[config.mk]
export PLATFORM = sky130hd
export DESIGN_NAME = sbus_xfer_datapath
export DESIGN_NICKNAME = d
export VERILOG_FILES = /design/src/rtl/sbus_pkg.sv /design/src/rtl/sbus_hold_cell.sv /design/src/rtl/sbus_src_mux.sv /design/src/rtl/sbus_xfer_datapath.sv
export SDC_FILE = /design/constraint.sdc
export NUM_CORES = 1
export LEC_CHECK = 0
export CAP_MARGIN = 25
export CORE_MARGIN = 2
export CORE_UTILIZATION = 66
export DETAILED_ROUTE_END_ITERATION = 16
export DONT_BUFFER_PORTS = 1
export GPL_TIMING_DRIVEN = 1
export PLACE_DENSITY = 0.87
export SLEW_MARGIN = 20
export SYNTH_ARGS = -nofsm -noshare
export SYNTH_HDL_FRONTEND = slang
export SYNTH_SLANG_ARGS = --single-unit
[constraint.sdc]
create_clock -name clk_i -period 1.6 [get_ports clk_i]
set_input_delay 0.16 -clock clk_i [delete_from_list [all_inputs] [get_ports clk_i]]
set_output_delay 0.16 -clock clk_i [all_outputs]
set_load 0.1 [all_outputs]
[src/rtl/sbus_pkg.sv]
`timescale 1ns/1ps
package sbus_pkg;
  localparam int unsigned DEF_WIDTH = 8;
  localparam int unsigned DEF_REGS  = 3;

  // Source codes for the default 3-register build.
  typedef enum logic [1:0] {
    SRC_W0  = 2'd0,
    SRC_W1  = 2'd1,
    SRC_W2  = 2'd2,
    SRC_EXT = 2'd3
  } src_sel_e;
endpackage

[src/rtl/sbus_hold_cell.sv]
`timescale 1ns/1ps
module sbus_hold_cell #(
  parameter int unsigned WIDTH = 8
) (
  input  logic             clk_i,
  input  logic             rst_ni,
  input  logic             load_i,
  input  logic [WIDTH-1:0] d_i,
  output logic [WIDTH-1:0] q_o
);
  logic [WIDTH-1:0] q_q, q_d;

  // Feedback mux: hold on load_i=0, no clock gating.
  assign q_d = load_i ? d_i : q_q;

  always_ff @(posedge clk_i or negedge rst_ni) begin
    if (!rst_ni) q_q <= '0;
    else         q_q <= q_d;
  end

  assign q_o = q_q;

  a_r4_load_takes_bus: assert property (@(posedge clk_i) disable iff (!rst_ni)
    load_i |=> (q_o == $past(d_i)));

  a_r5_hold_when_idle: assert property (@(posedge clk_i) disable iff (!rst_ni)
    !load_i |=> $stable(q_o));
endmodule

[src/rtl/sbus_src_mux.sv]
`timescale 1ns/1ps
module sbus_src_mux #(
  parameter int unsigned WIDTH    = 8,
  parameter int unsigned NUM_REGS = 3,
  localparam int unsigned SEL_W   = $clog2(NUM_REGS + 1)
) (
  input  logic [NUM_REGS*WIDTH-1:0] regs_i,
  input  logic [WIDTH-1:0]          ext_i,
  input  logic [SEL_W-1:0]          sel_i,
  output logic [WIDTH-1:0]          bus_o
);
  // Codes at or above NUM_REGS pick the external word.
  always_comb begin
    bus_o = ext_i;
    for (int k = 0; k < NUM_REGS; k++) begin
      if (sel_i == SEL_W'(k)) bus_o = regs_i[k*WIDTH +: WIDTH];
    end
  end
endmodule

[src/rtl/sbus_xfer_datapath.sv]
`timescale 1ns/1ps
module sbus_xfer_datapath
  import sbus_pkg::*;
#(
  parameter int unsigned WIDTH    = DEF_WIDTH,
  parameter int unsigned NUM_REGS = DEF_REGS,
  localparam int unsigned SEL_W   = $clog2(NUM_REGS + 1)
) (
  input  logic                      clk_i,
  input  logic                      rst_ni,
  input  logic [SEL_W-1:0]          src_sel_i,
  input  logic [NUM_REGS-1:0]       load_en_i,
  input  logic [WIDTH-1:0]          ext_data_i,
  output logic [NUM_REGS*WIDTH-1:0] reg_q_o,
  output logic [WIDTH-1:0]          bus_o
);
  logic [NUM_REGS*WIDTH-1:0] reg_q;
  logic [WIDTH-1:0]          bus;

  sbus_src_mux #(.WIDTH(WIDTH), .NUM_REGS(NUM_REGS)) u_src_mux (
    .regs_i (reg_q),
    .ext_i  (ext_data_i),
    .sel_i  (src_sel_i),
    .bus_o  (bus)
  );

  for (genvar g = 0; g < NUM_REGS; g++) begin : g_word
    sbus_hold_cell #(.WIDTH(WIDTH)) u_cell (
      .clk_i  (clk_i),
      .rst_ni (rst_ni),
      .load_i (load_en_i[g]),
      .d_i    (bus),
      .q_o    (reg_q[g*WIDTH +: WIDTH])
    );

    a_r2_reg_on_bus: assert property (@(posedge clk_i) disable iff (!rst_ni)
      (src_sel_i == SEL_W'(g)) |-> (bus_o == reg_q_o[g*WIDTH +: WIDTH]));

    a_r7_self_reload: assert property (@(posedge clk_i) disable iff (!rst_ni)
      ((src_sel_i == SEL_W'(g)) && load_en_i[g]) |=> $stable(reg_q_o[g*WIDTH +: WIDTH]));
  end

  assign reg_q_o = reg_q;
  assign bus_o   = bus;

  a_r3_ext_on_bus: assert property (@(posedge clk_i) disable iff (!rst_ni)
    (src_sel_i >= SEL_W'(NUM_REGS)) |-> (bus_o == ext_data_i));

  a_r6_same_word: assert property (@(posedge clk_i) disable iff (!rst_ni)
    (load_en_i[0] && load_en_i[NUM_REGS-1]) |=>
      (reg_q_o[WIDTH-1:0] == reg_q_o[(NUM_REGS-1)*WIDTH +: WIDTH]));
endmodule

==> qor.yml, run 1 <==
logic_synthesis:
  yosysWarnings: 0
  avgSynthCellArea_um2: 10.2
  synthFlopType: "dfrtp_1"
  netlist_top_cells_area: "dfrtp_1 (42%), a211oi_2 (6.1%), a21oi_1 (5.6%)"
  yosys.area.top_type: "dfrtp_1"
  synth_cells: 141
  ys_top_cells_by_count: "dfrtp_1 (24), a21oi_1 (16), nor2_1 (15)"
  synth-seq-cells: 24
  synthArstFlopShare_pct: 100
  yosysSeqAreaShare_pct: 41.7
  synth.most_common_cell: "dfrtp_1"
  synthDistinctLibCells: 28
  synth_nets: 156
  synth_top_area_share_pct: 41.7
  syn_area_um2: 1440
  synth-edff-count: 0
floorplanning:
  dieHeight_um: 50.7
  ios: 47
  initial_core_util_pct: 72.0
  die_w_um: 50.7
  rows: 16
clock_network:
  cts_resized: 25
  cts_max_path_buffers: 2
  post_cts_buffers: 4
  hold_buffers: 4
  cts_sinks: 24
  htreeDepth: 1
  cts_made_buffers: 3
  cts_root_buf: "clkbuf_4"
placement:
  dpl_cell_area_um2: 1870
  io_buffers: 0
  gp_congestion: 0.825
  dp_hpwl_mm: 3.51
run_status:
  haltStage: "clock tree synthesis (4_1_cts)"
  outcome: "aborted with a tool error"
  firstError: "[ERROR DPL-0038] Utilization greater than 100%, impossible to legalize"
==> cells by family after synthesis <==
group | count (synthesis) | share of synthesized area (%)
compound gates | 52 | 28.5
simple gates | 35 | 12.6
flops | 24 | 41.7
buf+inv | 16 | 6.94
mux | 14 | 10.3
==> metrics by stage <==
stage | std cells | utilization, % | hold WS [ps] | setup WS [ps]
2_1_floorplan | 141 | - | -136 | -33.5
3_3_place_gp | 187 | 93.5 | -135 | 303
3_5_place_dp | 187 | 93.5 | -135 | 245
==> inputs of run 2 (changes only) <==
--- a/config.mk
+++ b/config.mk
@@ -7,11 +7,11 @@
 export LEC_CHECK = 0
 export CAP_MARGIN = 25
 export CORE_MARGIN = 2
-export CORE_UTILIZATION = 66
+export CORE_UTILIZATION = 40
 export DETAILED_ROUTE_END_ITERATION = 16
 export DONT_BUFFER_PORTS = 1
 export GPL_TIMING_DRIVEN = 1
-export PLACE_DENSITY = 0.87
+export PLACE_DENSITY_LB_ADDON = 0.15
 export SLEW_MARGIN = 20
 export SYNTH_ARGS = -nofsm -noshare
 export SYNTH_HDL_FRONTEND = slang
==> run 2 against run 1 <==
  * The flow now finishes, with violations (negative setup slack)
  * Synthesized area unchanged
  * Synthesized cell count unchanged
==> qor.yml, run 2 <==
power:
  p_leak_nw: 0.805
  ir_drop_mv: 1.04
  p_sw_share_pct: 52.4
  pwr-share-clk_pct: 14.0
  internal_power_w: 0.00156
  seq_power_share_pct: 25.9
  p_comb_share_pct: 60.1
  p_per_area_nw_per_um2: 1560
  switching_power_w: 0.00172
floorplanning:
  core_um2: 3390
  dieArea_um2: 4100
  die_w_um: 64.0
  initial_core_util_pct: 42.5
  rows: 21
  dieHeight_um: 64.0
  ios: 47
logic_synthesis:
  yosysWarnings: 0
  netlist_top_cells_area: "dfrtp_1 (42%), a211oi_2 (6.1%), a21oi_1 (5.6%)"
  synth_cells: 141
  yosysSeqAreaShare_pct: 41.7
  synth.most_common_cell: "dfrtp_1"
  synth-edff-count: 0
  synthFlopType: "dfrtp_1"
  synth_top_area_share_pct: 41.7
  synth-seq-cells: 24
  yosys.area.top_type: "dfrtp_1"
  avgSynthCellArea_um2: 10.2
  synthDistinctLibCells: 28
  syn_area_um2: 1440
  ys_top_cells_by_count: "dfrtp_1 (24), a21oi_1 (16), nor2_1 (15)"
  synth_nets: 156
  synthArstFlopShare_pct: 100
min_path:
  hold_class: "in -> reg"
  hold_depth: 2
  worst_hold_path.endpoint: "g_word[2].u_cell.q_o[7]"
  hp-start: "load_en_i[2]"
placement:
  dp_hpwl_mm: 2.99
  place_ws_ps: 269
  gp_congestion: 0.825
  io_buffers: 0
timing:
  setup_slack_ps: -28.9
  period_needed_ps: 1630
  finalCritPeriodShare_pct: 102
  hold_viol: 0
  setup_viol: 7
  drv_slew: 0
  tightest_slew_ps: 608
  relSlewSlack_pct: 59.5
  rsz0062_at_grt: "true"
  skew_ps: 7.84
  max_freq_mhz: 614
cells_and_area:
  fin_nets: 187
  largest_reg_flops: 24
  antennaDiodeCount: 0
  layout-drive-gt1-share_pct: 59.6
  final_common_cell: "buf_4"
  layout.cells.most_common_list: "buf_4 (26), dfrtp_4 (22), a21oi_1 (16)"
  utilization_pct: 61.9
  area_growth_pct: 45.5
critical_path:
  r2r-end: "g_word[1].u_cell.q_o[7]"
  end_kind: "output port"
  reg2reg_from: "g_word[0].u_cell.q_o[7]"
  cp.required_ps: 1440
  arrival_ps: 1470
  start_kind: "register"
  rrSetupSlack_ps: 310
  critPathMaxFanout: 2
  crit_type: "reg -> out"
  r2r_cells: 4
grt:
  grt_start_max_net_pins: 30
  track_usage_pct: 22.6
  gr-usage-met3_pct: 8.10
  antenna_found_initial: 0
  overflow: 0
  grt_busiest_layer: "met2"
  first_global_vias: 1356
  global_route.usage.met2_pct: 35.2
  grt_use_met1_pct: 30.3
  grt_pass1_wl_mm: 7.18
routing:
  drtPass1Iterations: 4
  post_drt_wl_per_cell_um: 20.3
  viasPerCell: 6.12
  drt_wl_total_mm: 4.40
  drtIter0Drc: 117
  drc: 0
  ant_nets: 0
  vias: 1327
clock_network:
  htreeDepth: 1
  cts_sinks: 24
  cts_made_buffers: 3
  path_clk_slew_ps: 150
  worstSkewPairLatency_ps: 330
  cts_max_path_buffers: 2
  cts_tree: "done"
  cts_root_buf: "clkbuf_4"
run_status:
  outcome: "finished, violations left"
  violations: "negative setup slack"
flow_run:
  cap_violations: 0
==> run 2: cell counts after synthesis <==
Identical to the previous run, type by type.
==> run 2: layer usage <==
| layer | vias to the layer above | routed length, µm |
|---|---|---|
| met3 | 2 | 341 |
| met2 | 52 | 2090 |
| li1 | 589 | - |
| met1 | 684 | 1940 |
| met5 | - | 0 |
| met4 | 0 | 25 |
==> run 2: through the flow <==
| step | instance area, µm² | instances | hold WS, ps | TNS [ps] | total power [W] |
|---|---|---|---|---|---|
| after detailed placement | 1900 | 206 | -135 | 0 | 0.00272 |
| after CTS | 2090 | 216 | 10.9 | -154 | 0.00328 |
| after global placement | 1900 | 206 | -135 | 0 | 0.00269 |
| after floorplan | 1590 | 141 | -136 | -33.5 | 0.00234 |
| after global routing | 2100 | 217 | 17.3 | -481 | 0.00338 |
| final | 2100 | 217 | 30.2 | -98.8 | 0.00328 |
==> run 2: cells by family (layout without fill, tap and decap cells) <==
family,Yosys count,count (layout),synth area share (%)
compound gates,52,52,28.5
buf+inv,16,46,6.94
flops,24,24,41.7
mux,14,14,10.3
simple gates,35,35,12.6
==> run 2: worst max-delay path by stage <==
stage | startpoint | endpoint | slack (ps)
detailed placement | g_word[0].u_cell.q_o[3] | bus_o[3] | 270
floorplan | g_word[2].u_cell.q_o[6] | bus_o[6] | -30
global placement | g_word[2].u_cell.q_o[7] | bus_o[7] | 290
finish | g_word[0].u_cell.q_o[4] | bus_o[4] | -30
CTS | g_word[0].u_cell.q_o[4] | bus_o[4] | -40
global route | g_word[0].u_cell.q_o[4] | bus_o[4] | -80
==> run 2: final cells by class <==
| class | count | area [µm²] |
|---|---|---|
| multi-input combinational | 101 | 890 |
| fill | 286 | 1290 |
| tap | 46 | 57.6 |
| clock inverter | 1 | 30.0 |
| sequential | 24 | 686 |
| clock buffer | 3 | 22.5 |
| inverter | 3 | 11.3 |
| timing repair buffer | 39 | 400 |
==> run 2: power by group through the flow <==
stage	registers [W]	logic (W)	clock network (W)
floorplan	0.00170	0.000631	0
global placement	0.000845	0.00184	0
detailed placement	0.000857	0.00186	0
CTS	0.000847	0.00197	0.000466
global route	0.000864	0.00203	0.000485
finish	0.000851	0.00197	0.000458
==> run 2: worst max-delay path, cell delays in order (launching register included) <==
cell and delay, ps:
dfrtp_4 500, mux2_4 300, nor2_4 110, nor2_4 60
buf_12 160
==> run 2: timing repair <==
| action | CTS | global route |
|---|---|---|
| pin swaps | 3 | 0 |
| gates resized for setup | 22 | 1 |
| endpoints found under the hold margin | 47 | 24 |
| buffers inserted | 2 | 0 |
| hold buffers | 4 | 1 |
| endpoints found under the setup margin | 8 | 8 |
| cloned | 0 | 0 |
No activity file was read; power rests on OpenSTA's default activity.
